`config.mk`:
```
export PLATFORM = sky130hd
export DESIGN_NAME = pwr_slot_sequencer
export DESIGN_NICKNAME = d
export VERILOG_FILES = /design/src/rtl/pss_pkg.sv /design/src/rtl/pss_cfg_regs.sv /design/src/rtl/pss_master_timer.sv /design/src/rtl/pss_slave_ctl.sv /design/src/rtl/pwr_slot_sequencer.sv
export SDC_FILE = /design/constraint.sdc
export NUM_CORES = 1
export LEC_CHECK = 0
export ABC_AREA = 1
export BUFFER_PORTS_ARGS = -buffer_cell sky130_fd_sc_hd__buf_2
export CAP_MARGIN = 0
export CORE_ASPECT_RATIO = 1.25
export CORE_UTILIZATION = 25
export DETAILED_ROUTE_END_ITERATION = 10
export RECOVER_POWER = 100
export SLEW_MARGIN = 20
export SYNTH_ARGS = -nofsm -noshare
export SYNTH_HDL_FRONTEND = slang
export SYNTH_HIERARCHICAL = 1
export SYNTH_SLANG_ARGS = --single-unit
```
`constraint.sdc`:
```
create_clock -name clk -period 2.65 [get_ports clk]
set_input_delay 0.265 -clock clk [delete_from_list [all_inputs] [get_ports clk]]
set_output_delay 0.265 -clock clk [all_outputs]
set_load 0.1 [all_outputs]
```
`src/rtl/pss_pkg.sv`:
```
package pss_pkg;
  localparam int SLOT_W    = 3;
  localparam int NUM_SLOTS = 1 << SLOT_W;
  localparam int CODE_W    = 3;
  localparam int SRC_W     = 2;
  localparam int HW_PINS   = 2;
  localparam int ADDR_W    = 4;
  localparam int DATA_W    = 8;

  localparam logic [ADDR_W-1:0] A_MSW = 4'd4;
  localparam logic [ADDR_W-1:0] A_SSW = 4'd5;
  localparam logic [ADDR_W-1:0] A_POK = 4'd6;
  localparam int                A_SLV = 8;

  localparam logic [1:0] INACT_SLEEP  = 2'd0;
  localparam logic [1:0] INACT_LOWPWR = 2'd1;

  localparam logic [SRC_W-1:0] SRC_OFF = 2'd3;

  typedef struct packed {
    logic [SLOT_W-1:0] dn_slot;
    logic [SLOT_W-1:0] up_slot;
    logic [SRC_W-1:0]  src;
  } slv_cfg_t;
endpackage

```
`src/rtl/pss_cfg_regs.sv`:
```
module pss_cfg_regs
  import pss_pkg::*;
#(
  parameter int NUM_MASTERS = 3,
  parameter int NUM_SLAVES  = 6
) (
  input  logic                               clk,
  input  logic                               rst,
  input  logic                               wr_en,
  input  logic [ADDR_W-1:0]                  wr_addr,
  input  logic [DATA_W-1:0]                  wr_data,
  output logic [NUM_MASTERS-1:0][SRC_W-1:0]  m_src,
  output logic [NUM_MASTERS-1:0][CODE_W-1:0] m_code,
  output logic [NUM_MASTERS-1:0][1:0]        m_inact,
  output logic [NUM_MASTERS-1:0]             m_sw,
  output slv_cfg_t [NUM_SLAVES-1:0]          s_cfg,
  output logic [NUM_SLAVES-1:0]              s_sw,
  output logic [NUM_SLAVES-1:0]              pok_mask
);
  always_ff @(posedge clk) begin
    if (rst) begin
      m_src    <= {NUM_MASTERS{SRC_OFF}};
      m_code   <= '0;
      m_inact  <= '0;
      m_sw     <= '0;
      s_cfg    <= {NUM_SLAVES{slv_cfg_t'({6'd0, SRC_OFF})}};
      s_sw     <= '0;
      pok_mask <= '0;
    end else if (wr_en) begin
      for (int m = 0; m < NUM_MASTERS; m++) begin
        if (wr_addr == ADDR_W'(m)) begin
          m_src[m]   <= wr_data[1:0];
          m_code[m]  <= wr_data[4:2];
          m_inact[m] <= wr_data[6:5];
        end
      end
      for (int s = 0; s < NUM_SLAVES; s++) begin
        if (wr_addr == ADDR_W'(A_SLV + s)) s_cfg[s] <= slv_cfg_t'(wr_data);
      end
      if (wr_addr == A_MSW) m_sw     <= wr_data[NUM_MASTERS-1:0];
      if (wr_addr == A_SSW) s_sw     <= wr_data[NUM_SLAVES-1:0];
      if (wr_addr == A_POK) pok_mask <= wr_data[NUM_SLAVES-1:0];
    end
  end
endmodule

```
`src/rtl/pss_master_timer.sv`:
```
module pss_master_timer
  import pss_pkg::*;
#(
  parameter int BASE_US = 40
) (
  input  logic               clk,
  input  logic               rst,
  input  logic               us_tick,
  input  logic [HW_PINS-1:0] hw_en,
  input  logic               sw_en,
  input  logic [SRC_W-1:0]   src,
  input  logic [CODE_W-1:0]  code,
  output logic               busy,
  output logic               ev_fire,
  output logic               ev_dir,
  output logic [SLOT_W-1:0]  ev_slot
);
  localparam int MAX_P = BASE_US << ((1 << CODE_W) - 1);
  localparam int CNT_W = $clog2(MAX_P + 1);
  localparam logic [SLOT_W-1:0] LAST_SLOT = SLOT_W'(NUM_SLOTS - 1);

  logic             lvl, lvl_q, edge_seen, busy_q, dir_q, at_end;
  logic [CNT_W-1:0] cnt_q, last_cnt;
  logic [SLOT_W-1:0] slot_q;

  always_comb begin
    case (src)
      2'd0:    lvl = hw_en[0];
      2'd1:    lvl = hw_en[1];
      2'd2:    lvl = sw_en;
      default: lvl = 1'b0;
    endcase
  end

  assign edge_seen = lvl ^ lvl_q;
  assign last_cnt  = CNT_W'((BASE_US << code) - 1);
  assign at_end    = (cnt_q >= last_cnt);
  assign ev_fire   = busy_q && us_tick && at_end && !edge_seen;
  assign ev_dir    = dir_q;
  assign ev_slot   = slot_q;
  assign busy      = busy_q;

  always_ff @(posedge clk) begin
    if (rst) begin
      lvl_q  <= 1'b0;
      busy_q <= 1'b0;
      dir_q  <= 1'b0;
      cnt_q  <= '0;
      slot_q <= '0;
    end else begin
      lvl_q <= lvl;
      if (edge_seen) begin
        busy_q <= 1'b1;
        dir_q  <= lvl;
        cnt_q  <= '0;
        slot_q <= '0;
      end else if (busy_q && us_tick) begin
        if (at_end) begin
          cnt_q  <= '0;
          slot_q <= slot_q + 1'b1;
          if (slot_q == LAST_SLOT) busy_q <= 1'b0;
        end else begin
          cnt_q <= cnt_q + 1'b1;
        end
      end
    end
  end


  busy_fall_chk: assert property (@(posedge clk) disable iff (rst)
    $fell(busy_q) |-> $past(ev_fire && slot_q == LAST_SLOT));


  restart_chk: assert property (@(posedge clk) disable iff (rst)
    edge_seen |=> (busy_q && slot_q == '0 && cnt_q == '0 && dir_q == lvl_q));


  tick_hold_chk: assert property (@(posedge clk) disable iff (rst)
    (!us_tick && !edge_seen) |=> ($stable(slot_q) && $stable(cnt_q)));
endmodule

```
`src/rtl/pss_slave_ctl.sv`:
```
module pss_slave_ctl
  import pss_pkg::*;
#(
  parameter int NUM_MASTERS = 3
) (
  input  logic                               clk,
  input  logic                               rst,
  input  slv_cfg_t                           cfg,
  input  logic                               sw_bit,
  input  logic [NUM_MASTERS-1:0]             ev_fire,
  input  logic [NUM_MASTERS-1:0]             ev_dir,
  input  logic [NUM_MASTERS-1:0][SLOT_W-1:0] ev_slot,
  input  logic [NUM_MASTERS-1:0][1:0]        inact,
  output logic                               en,
  output logic                               lp
);
  logic              sel_fire, sel_dir, sw_mode, up_hit, dn_hit;
  logic [SLOT_W-1:0] sel_slot;
  logic [1:0]        sel_inact;
  logic              en_q, lp_q;

  always_comb begin
    sel_fire  = 1'b0;
    sel_dir   = 1'b0;
    sel_slot  = '0;
    sel_inact = INACT_SLEEP;
    for (int m = 0; m < NUM_MASTERS; m++) begin
      if (int'(cfg.src) == m) begin
        sel_fire  = ev_fire[m];
        sel_dir   = ev_dir[m];
        sel_slot  = ev_slot[m];
        sel_inact = inact[m];
      end
    end
  end

  assign sw_mode = int'(cfg.src) >= NUM_MASTERS;
  assign up_hit  = !sw_mode && sel_fire &&  sel_dir && (sel_slot == cfg.up_slot);
  assign dn_hit  = !sw_mode && sel_fire && !sel_dir && (sel_slot == cfg.dn_slot);

  always_ff @(posedge clk) begin
    if (rst) begin
      en_q <= 1'b0;
      lp_q <= 1'b0;
    end else if (sw_mode) begin
      en_q <= sw_bit;
      lp_q <= 1'b0;
    end else if (up_hit) begin
      en_q <= 1'b1;
      lp_q <= 1'b0;
    end else if (dn_hit) begin
      case (sel_inact)
        INACT_SLEEP: begin
          en_q <= 1'b0;
          lp_q <= 1'b0;
        end
        INACT_LOWPWR: lp_q <= en_q;
        default: ;
      endcase
    end
  end

  assign en = en_q;
  assign lp = lp_q;


  lp_needs_en_chk: assert property (@(posedge clk) disable iff (rst)
    lp_q |-> en_q);


  keep_state_chk: assert property (@(posedge clk) disable iff (rst)
    (dn_hit && sel_inact != INACT_SLEEP && sel_inact != INACT_LOWPWR)
      |=> ($stable(en_q) && $stable(lp_q)));


  sleep_off_chk: assert property (@(posedge clk) disable iff (rst)
    (dn_hit && sel_inact == INACT_SLEEP) |=> (!en_q && !lp_q));
endmodule

```
`src/rtl/pwr_slot_sequencer.sv`:
```
module pwr_slot_sequencer
  import pss_pkg::*;
#(
  parameter int NUM_MASTERS = 3,
  parameter int NUM_SLAVES  = 6,
  parameter int BASE_US     = 40
) (
  input  logic                   clk,
  input  logic                   rst,
  input  logic                   us_tick,
  input  logic [1:0]             hw_en,
  input  logic                   wr_en,
  input  logic [3:0]             wr_addr,
  input  logic [7:0]             wr_data,
  input  logic [NUM_SLAVES-1:0]  rail_good,
  output logic [NUM_SLAVES-1:0]  rail_en,
  output logic [NUM_SLAVES-1:0]  rail_lp,
  output logic [NUM_MASTERS-1:0] seq_busy,
  output logic                   pok
);
  logic [NUM_MASTERS-1:0][SRC_W-1:0]  m_src;
  logic [NUM_MASTERS-1:0][CODE_W-1:0] m_code;
  logic [NUM_MASTERS-1:0][1:0]        m_inact;
  logic [NUM_MASTERS-1:0]             m_sw;
  slv_cfg_t [NUM_SLAVES-1:0]          s_cfg;
  logic [NUM_SLAVES-1:0]              s_sw, pok_mask;

  logic [NUM_MASTERS-1:0]             ev_fire, ev_dir;
  logic [NUM_MASTERS-1:0][SLOT_W-1:0] ev_slot;

  pss_cfg_regs #(.NUM_MASTERS(NUM_MASTERS), .NUM_SLAVES(NUM_SLAVES)) regs_i (
    .clk(clk), .rst(rst), .wr_en(wr_en), .wr_addr(wr_addr), .wr_data(wr_data),
    .m_src(m_src), .m_code(m_code), .m_inact(m_inact), .m_sw(m_sw),
    .s_cfg(s_cfg), .s_sw(s_sw), .pok_mask(pok_mask)
  );

  for (genvar m = 0; m < NUM_MASTERS; m++) begin : g_mst
    pss_master_timer #(.BASE_US(BASE_US)) tmr_i (
      .clk(clk), .rst(rst), .us_tick(us_tick), .hw_en(hw_en),
      .sw_en(m_sw[m]), .src(m_src[m]), .code(m_code[m]),
      .busy(seq_busy[m]), .ev_fire(ev_fire[m]), .ev_dir(ev_dir[m]),
      .ev_slot(ev_slot[m])
    );
  end

  for (genvar s = 0; s < NUM_SLAVES; s++) begin : g_slv
    pss_slave_ctl #(.NUM_MASTERS(NUM_MASTERS)) slv_i (
      .clk(clk), .rst(rst), .cfg(s_cfg[s]), .sw_bit(s_sw[s]),
      .ev_fire(ev_fire), .ev_dir(ev_dir), .ev_slot(ev_slot), .inact(m_inact),
      .en(rail_en[s]), .lp(rail_lp[s])
    );
  end

  assign pok = &(rail_good | ~pok_mask);


  reset_quiet_chk: assert property (@(posedge clk)
    rst |=> (rail_en == '0 && rail_lp == '0 && seq_busy == '0 && pok));
endmodule

```
# ---- After elaboration in Yosys (flattened, before gate mapping)
# Cells that the tools add are included.
dict set report totals {
  regBits 153
  in_bits 24
  output_inout_bits 16
  wordCells 390
}
dict set report classes {
  addsub 9
  magnitude_cmp 9
  n_eq_ne 50
  n_shift 3
  n_mux 120
  bitwise_logic 5
  n_reduce_logical 137
}
# op n
set op_table {}
lappend op_table {{two-way mux 1 bit} 72}
lappend op_table {{two-way mux 3 bit} 18}
lappend op_table {{AND reduction 2 bit} 27}
lappend op_table {{adder 13 x 1 -> 13 bit, second input constant} 3}
lappend op_table {{>= comparator 13 bit} 3}
lappend op_table {{logical AND 1 bit} 39}
lappend op_table {{two-way mux 13 bit} 3}
lappend op_table {{<< shifter 6 x 3 -> 13 bit, first input constant} 3}
lappend op_table {{subtractor 13 x 2 -> 13 bit, second input constant} 3}
lappend op_table {{== test 3 bit} 12}
lappend op_table {{two-way mux 2 bit} 18}
lappend op_table {{nonzero test 3 bit} 12}
lappend op_table {{== test 2 bit, second input constant} 15}
lappend op_table {{logical NOT 2 bit} 15}
lappend op_table {{nonzero test 2 bit} 15}
lappend op_table {{== test 4 bit, second input constant} 6}
lappend op_table {{== test 2 x 1 -> 1 bit, second input constant} 9}
lappend op_table {{OR reduction 3 bit} 6}
lappend op_table {{logical NOT 1 bit} 15}
lappend op_table {{== test 4 x 3 -> 1 bit, second input constant} 3}
lappend op_table {{>= comparator 2 bit, second input constant} 6}
lappend op_table {{case mux 1 bit (2 select lines)} 6}
lappend op_table {{adder 3 x 1 -> 3 bit, second input constant} 3}
lappend op_table {{== test 3 bit, second input constant} 3}
lappend op_table {{10 further kinds} 18}

# ---- Logic depth before layout (Yosys ltp)
# Gate-level depths: netlist of run 1.
dict set report depth {
  ltp_word 14
  depth_mapped 25
  ltp_nobuf 25
}

# ---- Hierarchy
# The synthesis of run 1 kept the hierarchy.
# mod n_inst cells_each area_per_inst_um2 seq_area_each_um2
set by_module_without_submodules {}
lappend by_module_without_submodules {pss_cfg_regs 1 482 3278.1 1681.6}
lappend by_module_without_submodules {pss_slave_ctl 6 93 467.9 40.0}
lappend by_module_without_submodules {{pss_master_timer at g_mst[0].tmr_i ...} 2 175 1343.8 380.4}
lappend by_module_without_submodules {{pss_master_timer at g_mst[1].tmr_i} 1 171 1285.0 380.4}
lappend by_module_without_submodules {pwr_slot_sequencer 1 17 68.8 0.0}

# ---- Worst setup path after synthesis of run 1
# OpenSTA, ideal clock, no wires.
dict set report synth_path {
  path_kind {register to register}
  from {reg regs_i/m_code[2] (netlist name)}
  to {reg g_slv[0].slv_i.en_q}
  setup_time_ns 0.118
  t_arrival_ns 2.626
  required_time_ns 2.532
  slack_ns -0.094
  path_stages_with_launch 24
  path_buffers 0
  period_less_slack_ns 2.744
  path_cell_list {dfxtp_1 > nor2_1 > inv_1 > nor2_1 > inv_1 > ha_1 > nand3_1 > nand3_1 > ha_1 > nand2_1 > nor2_2 > nand2_2 > nor2_1 > nor2_2 > nand3_4 > nand2_4 > nor2_1 > nand2_1 > nand3_1 > nand2_1 > nor2_2 > nand3_1 > nand2_1 > a21oi_1}
}
dict set report synth_via {
  elab_chain_len 13
  elab_cells_between_ends 18
  classes_between {1 x add/sub; 1 x order compare; 1 x shift; 5 x mux; 10 x reduce/logical}
}
# element line
set synth_lines {}
lappend synth_lines {{start, declared} pss_cfg_regs.sv:13} ;# output logic [NUM_MASTERS-1:0][CODE_W-1:0] m_code,
lappend synth_lines {{start signal, assigned by index} pss_cfg_regs.sv:33} ;# m_code[m] <= wr_data[4:2];
lappend synth_lines {{<< shifter 6 x 3 -> 13 bit *} pss_master_timer.sv:36} ;# assign last_cnt = CNT_W'((BASE_US << code) - 1);
lappend synth_lines {{subtractor 13 x 2 -> 13 bit *} pss_master_timer.sv:36}
lappend synth_lines {{>= comparator 13 bit *} pss_master_timer.sv:37} ;# assign at_end = (cnt_q >= last_cnt);
lappend synth_lines {{logical AND 1 bit * (2 in a row)} pss_master_timer.sv:38} ;# assign ev_fire = busy_q && us_tick && at_end && !edge_seen;
lappend synth_lines {{net ev_fire[0]} pwr_slot_sequencer.sv:28} ;# logic [NUM_MASTERS-1:0] ev_fire, ev_dir;
lappend synth_lines {{two-way mux 1 bit * (3 in a row)} pss_slave_ctl.sv:28} ;# if (int'(cfg.src) == m) begin
lappend synth_lines {{logical AND 1 bit *} {pss_slave_ctl.sv:38, pss_slave_ctl.sv:39}}
lappend synth_lines {{logical AND 1 bit, on equally long branches (2 in a row)} {pss_slave_ctl.sv:39, pss_slave_ctl.sv:38}}
lappend synth_lines {{nonzero test 3 bit (no source line) or two-way mux 1 bit (tied branches)} -}
lappend synth_lines {{AND reduction 2 bit (no source line) or two-way mux 1 bit (tied branches)} -}
lappend synth_lines {{end signal, assigned} pss_slave_ctl.sv:46} ;# en_q <= sw_bit;
lappend synth_lines {{end, declared} pss_slave_ctl.sv:20} ;# logic en_q, lp_q;
# Mark *: on every way through the listed nets, which the timed path passes. The rest lies on a longest branch.
# A chain may end at the register's enable or synchronous reset.

# ---- Worst setup path after layout of run 1
dict set report layout_path {
  from {reg regs_i/m_code[5] (netlist name)}
  to {reg g_slv[3].slv_i.en_q}
}
dict set report layout_via {
  elab_chain_len 12
  elab_cells_between_ends 17
  classes_between {1 x add/sub; 1 x order compare; 1 x shift; 4 x mux; 10 x reduce/logical}
}
# element line
set layout_lines {}
lappend layout_lines {{<< shifter 6 x 3 -> 13 bit *} pss_master_timer.sv:36}
lappend layout_lines {{subtractor 13 x 2 -> 13 bit *} pss_master_timer.sv:36}
lappend layout_lines {{>= comparator 13 bit *} pss_master_timer.sv:37}
lappend layout_lines {{logical AND 1 bit * (2 in a row)} pss_master_timer.sv:38}
lappend layout_lines {{net ev_fire[1]} pwr_slot_sequencer.sv:28}
lappend layout_lines {{two-way mux 1 bit * (2 in a row)} pss_slave_ctl.sv:28}
lappend layout_lines {{logical AND 1 bit *} {pss_slave_ctl.sv:38, pss_slave_ctl.sv:39}}
lappend layout_lines {{logical AND 1 bit, on equally long branches (2 in a row)} {pss_slave_ctl.sv:39, pss_slave_ctl.sv:38}}
lappend layout_lines {{nonzero test 3 bit (no source line) or two-way mux 1 bit (tied branches)} -}
lappend layout_lines {{AND reduction 2 bit (no source line) or two-way mux 1 bit (tied branches)} -}
lappend layout_lines {{end signal, assigned} pss_slave_ctl.sv:46}
lappend layout_lines {{end, declared} pss_slave_ctl.sv:20}
# Marks and branches as above.

==> results.toml, run 1 <==
[cells_and_area]
nets = 1711
area_delta_synth_final_pct = 16.9
fin_util = 0.296
drive_gt1_frac = 0.173

[power]
p_clk_frac = 0.446
switchingPower_mw = 1.35
p_int_mw = 3.74
p_leak_nw = 5.33
p_comb_frac = 0.087
swShare = 0.266
power_density_mw_per_mm2 = 430
peakVddDrop_mv = 0.337
p_seq_frac = 0.467

[status]
status = "complete, but fails checks"
violations = "setup timing"

[sta]
max_freq_mhz = 356
slew_violations = 0
setup_ws_ns = -0.155
final_hold_viol_count = 0
fin_skew_ns = 0.00803
finalCritPeriodShare = 1.06
max_slew_margin = 0.170
worst_pin_slew_ns = 1.24
finalCriticalPeriod_ns = 2.81
setup_viol = 12
rsz0062_at_grt = "true"

[grt]
grt_first_pass_wirelength_um = 44100
grt_pass1_vias = 8842
globalRouteOverflowTotal = 0
grt_usage = 0.135
antenna_found_initial = 4
grt_start_max_net_pins = 43

[synth]
synth-async-reset-ratio = 0
syn-num-nets = 1644
synth_seq_cells = 153
yosysSeqAreaShare = 0.302
synth-main-ff-cell = "dfxtp_1"
synth_commonest_cells = "nand2_1 (527), nor2_1 (227), dfxtp_1 (153)"
syn-cell-area_mm2 = 0.0101
yosysMostFrequentCell = "nand2_1"
synth_top_cell_by_area = "dfxtp_1"
yosys.area.top_type_share = 0.302
synth_edf_count = 0
yosysWarnings = 6
syn_inst = 1578
yosys-top-cells-area = "dfxtp_1 (30%), nand2_1 (20%), nor2_1 (8.4%)"
syn_area_per_cell_um2 = 6.42
synth_cell_types = 37

[floorplan]
num_rows = 82
die-area_mm2 = 0.0413
start_util = 0.253
core_mm2 = 0.0400
die_width_um = 182
ioPinCount = 40
die_h_um = 227

[route]
via_per_inst = 4.47
drc = 0
ant_nets = 0
vias = 9671
drtIter0Drc = 621
wl_um = 27300
first_pass_iters = 5
wl_per_cell_um = 12.6

[clocking]
cts.sink_count = 153
cts_made_buffers = 17
insertion_delay_ns = 0.44
clk_pin_slew_worst_paths_ns = 0.07
clockRootBuffer = "clkbuf_16"
tritoncts = "done"
cts_hold_buf = 0
htree_levels = 4
clock_path_buffers = 2

[place]
port_buffers = 39
routabilityCongestion = 0.848
dp_slack_ns = -0.253
hpwl_um = 19900

[run]
maxCapViolations = 0

[worst_setup_path]
endpoint_kind = "flop"
cp_max_fo = 6
crit_type = "flop to flop"
cpMostUsedCell = "nand2_1"
cp.arrival_ns = 3.12
worst-endpoint-required_ns = 2.97
critPathSlowestCell = "dfxtp_4"
critPathLaunchType = "flop"
path_cells = "nor2_4, inv_2, nor2_4, inv_2, ha_4, nand3_2, nand3_1, ha_1, nand2_1, nor2_2, nand2_1, nor2_1, nor2_1, nand3_2, nand2_4, nor2_4, buf_12, nand2_2, nand3_2, nand2_1, nor2_2, nand3_1, nand2_1, a21oi_1"
cp_slowest_stage_delay_ns = 0.36

[hold_path]
hold_path.class = "input port to flop"
==> through the flow <==
stage / area (um^2) / hold slack, ns / setup TNS, ns / std cells / power [mW]
2_1_floorplan: 10100 / 0.334 / 0 / 1578 / 2.73
3_3_place_gp: 11000 / 0.462 / -2.40 / 2117 / 2.84
3_5_place_dp: 11000 / 0.463 / -2.70 / 2117 / 2.85
4_1_cts: 11700 / 0.0522 / -0.341 / 2158 / 5.16
5_1_grt: 11800 / 0.0771 / -4.50 / 2162 / 5.32
6_report: 11800 / 0.0654 / -1.53 / 2162 / 5.09
==> placed cells by master, fill, tap and decap left out, types with 4 or more instances in the layout <==
cell and count:
inv_2 19, a21oi_1 45, nand3_2 17, buf_4 40
nor2_4 33, nor3_1 7, o22ai_1 4, dfxtp_2 7
nand3_1 133, nand2_2 28, nor2_1 213, nand2_4 11
clkbuf_16 17, nor2_2 49, inv_1 143, nand3b_1 34
o21ai_1 16, dfxtp_1 145, inv_6 7, clkinvlp_4 4
xor2_1 20, clkbuf_1 18, and2_1 6, buf_2 23
ha_1 38, nand4_1 9, xnor2_1 16, nand2_1 511
nand3_4 4
==> metal layers <==
| metal | share of wire | track usage | vias to the layer above |
|---|---|---|---|
| li1 | - | - | 5045 |
| met3 | 0.034 | 0.0214 | 60 |
| met4 | 0.033 | 0.0621 | 4 |
| met2 | 0.48 | 0.238 | 188 |
| met5 | 0.00066 | 0 | - |
| met1 | 0.45 | 0.160 | 4374 |
==> sequential cells by signal, summed over array words and instances, names as in the netlist <==
register and count:
regs_i/s_cfg 48, g_mst.tmr_i/cnt_q 39, g_mst.tmr_i/ev_slot 9, regs_i/m_code 9, g_slv.slv_i/en 6, g_slv.slv_i/lp 6
regs_i/m_inact 6, regs_i/m_src 6, regs_i/pok_mask 6, regs_i/s_sw 6, g_mst.tmr_i/busy 3, g_mst.tmr_i/ev_dir 3
g_mst.tmr_i/lvl_q 3, regs_i/m_sw 3
==> cells by family after synthesis <==
logic type / after synthesis / share of synthesized area
buffers and inverters: 210 / 0.0962
AND/OR/NAND/NOR: 1058 / 0.475
adder cells (fa/ha/maj): 42 / 0.0519
multiplexers: 3 / 0.00297
AO/OA/AOI/OAI: 76 / 0.0405
flip-flops: 153 / 0.302
XOR/XNOR: 36 / 0.0311
==> path summary, 6_finish.rpt <==
| kind | end | cells past startpoint | slack (ns) | from |
|---|---|---|---|---|
| worst max register to register | g_slv[3].slv_i/en | 24 | -0.16 | regs_i/m_code[5] |
| worst min register to register | regs_i/m_src[1] | 2 | 0.48 | regs_i/m_src[1] |
| worst min-delay path | regs_i/m_code[0] | 3 | 0.07 | wr_data[2] |
| worst max-delay path | g_slv[3].slv_i/en | 24 | -0.16 | regs_i/m_code[5] |
==> critical path: cells and delay by family (launching register included) <==
kind	cells	cell delay [ns]
and+or+nand+nor	18	1.58
adders and majority gates	2	0.44
DFF	1	0.36
buffers and inverters	3	0.25
AOI/OAI and AO/OA	1	0.05
==> repair_timing <==
action | 4_1_cts | 5_1_grt
hold endpoints to repair | 0 | 0
endpoints found under the setup margin | 12 | 12
pin swaps | 15 | 31
buffers inserted | 10 | 3
resized for setup | 53 | 32
==> power by group through the flow <==
stage          clock network (mW)  logic, mW  registers (mW)
2_1_floorplan                   0      0.303            2.42
3_3_place_gp                    0      0.418            2.43
3_5_place_dp                    0      0.425            2.43
4_1_cts                      2.35      0.441            2.38
5_1_grt                      2.45      0.495            2.38
6_report                     2.27      0.443            2.38
==> area by class of cell <==
class                           count  area (um^2)
Timing Repair Buffer               87          578
Inverter                          171          672
Sequential cell                   153         3080
Antenna cell                        1         2.50
Clock buffer                       21          470
Clock inverter                     10         71.3
Fill cell                        4379        28200
Tap cell                          504          631
Multi-Input combinational cell   1215         6330
(Power assumes the default switching activity.)
==> run 2: changes to the inputs <==
Settings changed: REMOVE_ABC_BUFFERS from default to 1.
==> run 2 against run 1 <==
The run ends with capacitance limit, slew limit, setup timing left. Largest cell class unchanged. Design area barely moved. Sequential share of layout area barely moved. Clock-buffer cell count rose by 2. Highest routed layer is now met4. Largest power group is now clock.
==> results.toml, run 2 (synthesis results as in run 1) <==
[status]
status = "complete, but fails checks"
violations = "capacitance limit, slew limit, setup timing"

[grt]
grt_usage = 0.136
grt_start_max_net_pins = 85
globalRouteOverflowTotal = 0
grt_first_pass_wirelength_um = 44400
grt_pass1_vias = 9036
antenna_found_initial = 0

[sta]
max_slew_margin = -0.208
slew_violations = 85
fin_skew_ns = 0.0110
finalCritPeriodShare = 1.06
whs_ns = 0.0667
setup_ws_ns = -0.153
setup_viol = 12
setup_tns_ns = -1.23
finalCriticalPeriod_ns = 2.80
max_freq_mhz = 357
final_hold_viol_count = 0
worst_pin_slew_ns = 1.81
rsz0062_at_grt = "true"

[floorplan]
die-area_mm2 = 0.0413
die_width_um = 182
ioPinCount = 40
start_util = 0.253
num_rows = 82
core_mm2 = 0.0400
die_h_um = 227

[worst_setup_path]
cp.arrival_ns = 3.12
cp_slowest_stage_delay_ns = 0.34
cpMostUsedCell = "nand2_1"
path_cells = "nor2_2, inv_2, nor2_4, inv_1, ha_2, inv_1, o21ai_0, nand3_1, ha_1, nand2_1, nor2_2, nand2_1, nor2_1, nor2_1, nand3_2, nand2_4, nor2_4, nand2_1, nand3_2, nand2_1, nor2_2, nand3_1, nand2_1, a21oi_2"
r2r_slack_ns = -0.15
worst-endpoint-required_ns = 2.97
critPathLaunchType = "flop"
cp_top_family = "simple AND/OR/NAND/NOR gates"
endpoint_kind = "flop"
reg2reg_depth = 24
critical_path_buf_inv_count = 3
crit_start = "regs_i/m_code[3]"
critPathSlowestCell = "dfxtp_1"
r2r-start = "regs_i/m_code[3]"
rr_endpoint = "g_slv[4].slv_i/en"
crit_type = "flop to flop"
cp_max_fo = 6

[clocking]
cts_made_buffers = 17
clk_pin_slew_worst_paths_ns = 0.06
htree_levels = 4
clockRootBuffer = "clkbuf_16"
clock_path_buffers = 2
insertion_delay_ns = 0.45
cts_hold_buf = 0
cts.sink_count = 153
tritoncts = "done"

[cells_and_area]
final_area_mm2 = 0.0118
diodes = 0
drive_gt1_frac = 0.173
final_common_cell = "nand2_1"
largest_reg_flops = 48
layout_common_cells = "nand2_1 (514), nor2_1 (210), dfxtp_1 (146)"
top_regs = "regs_i/s_cfg (48), g_mst.tmr_i/cnt_q (39)"
fill_cells = 4363
regMostFlops = "regs_i/s_cfg"
nets = 1708
area_delta_synth_final_pct = 16.8

[route]
via_per_inst = 4.50
drtIter0Drc = 566
vias = 9725
wl_um = 27400
wl_per_cell_um = 12.7
ant_nets = 0
drc = 0
first_pass_iters = 5

[run]
maxCapViolations = 1

[hold_path]
hold_path.class = "input port to flop"
min_to = "regs_i/m_code[0]"
hold_depth = 3
worstHoldStart = "wr_data[2]"

[power]
p_leak_nw = 5.33
totalPowerFinal_mw = 5.31
power_density_mw_per_mm2 = 449
peakVddDrop_mv = 0.403

[place]
port_buffers = 39
routabilityCongestion = 0.884
dp_slack_ns = -0.253
hpwl_um = 20000
placed_area_mm2 = 0.0109
run 2: cell types whose count changed in the layout (fill, tap and decap cells not counted), sizes merged:
cell and change:
buf -3, clkinvlp -2, inv -1, bufinv +2, diode -1, clkbuf +1, nand2 +1
run 2: worst reg2reg max path, cell delays in order, from the launching register on:
cell and delay [ns]:
dfxtp_1 0.34, nor2_2 0.06, inv_2 0.07, nor2_4 0.04, inv_1 0.05, ha_2 0.17
inv_1 0.05, o21ai_0 0.13, nand3_1 0.09, ha_1 0.28, nand2_1 0.05, nor2_2 0.10
nand2_1 0.08, nor2_1 0.09, nor2_1 0.06, nand3_2 0.10, nand2_4 0.07, nor2_4 0.22
nand2_1 0.11, nand3_2 0.09, nand2_1 0.06, nor2_2 0.15, nand3_1 0.09, nand2_1 0.09
a21oi_2 0.05
run 2: per-layer routing:
metal / GRT usage / vias up / part of all wire
li1: - / 5050 / -
met1: 0.157 / 4392 / 0.43
met2: 0.237 / 216 / 0.48
met3: 0.0248 / 67 / 0.047
met4: 0.0789 / 0 / 0.045
met5: 0 / - / 0
run 2: final cells by class:
cell class | instances | area (um^2) | area share
clock buffers | 23 | 488 | 0.0413
clock inverters | 9 | 115 | 0.00973
inverters | 171 | 672 | 0.0568
multi-input cells | 1216 | 6320 | 0.534
flip-flops and latches | 153 | 3070 | 0.260
well taps | 504 | 631 | 0.0533
repair buffers | 83 | 529 | 0.0447
run 2: worst max path at each step:
stage                              endpoint  depth (start not counted)
final                     g_slv[4].slv_i/en                         24
after global routing      g_slv[2].slv_i/en                         24
after detailed placement  g_slv[0].slv_i/en                         23
after floorplan           g_slv[0].slv_i/en                         23
after global placement    g_slv[5].slv_i/en                         24
after CTS                 g_slv[2].slv_i/en                         25
run 2: timing repair:
action                                  CTS  global route
gates resized for setup                  52            31
endpoints found under the setup margin   12            26
gates cloned                              0             1
setup buffers                             8             3
pin swaps                                29            50
run 2: report_power, final:
group          switching, mW  leakage (nW)  internal (mW)
registers             0.0446          1.24           2.33
clock network          0.999         0.290           1.49
logic                  0.302          3.80          0.147
total                   1.35          5.33           3.97
run 2: stage by stage:
step | std cells | util
4_1_cts | 2157 | 0.293
2_1_floorplan | 1539 | -
6_report | 2159 | 0.296
5_1_grt | 2159 | 0.296
3_3_place_gp | 2117 | 0.273
3_5_place_dp | 2117 | 0.273
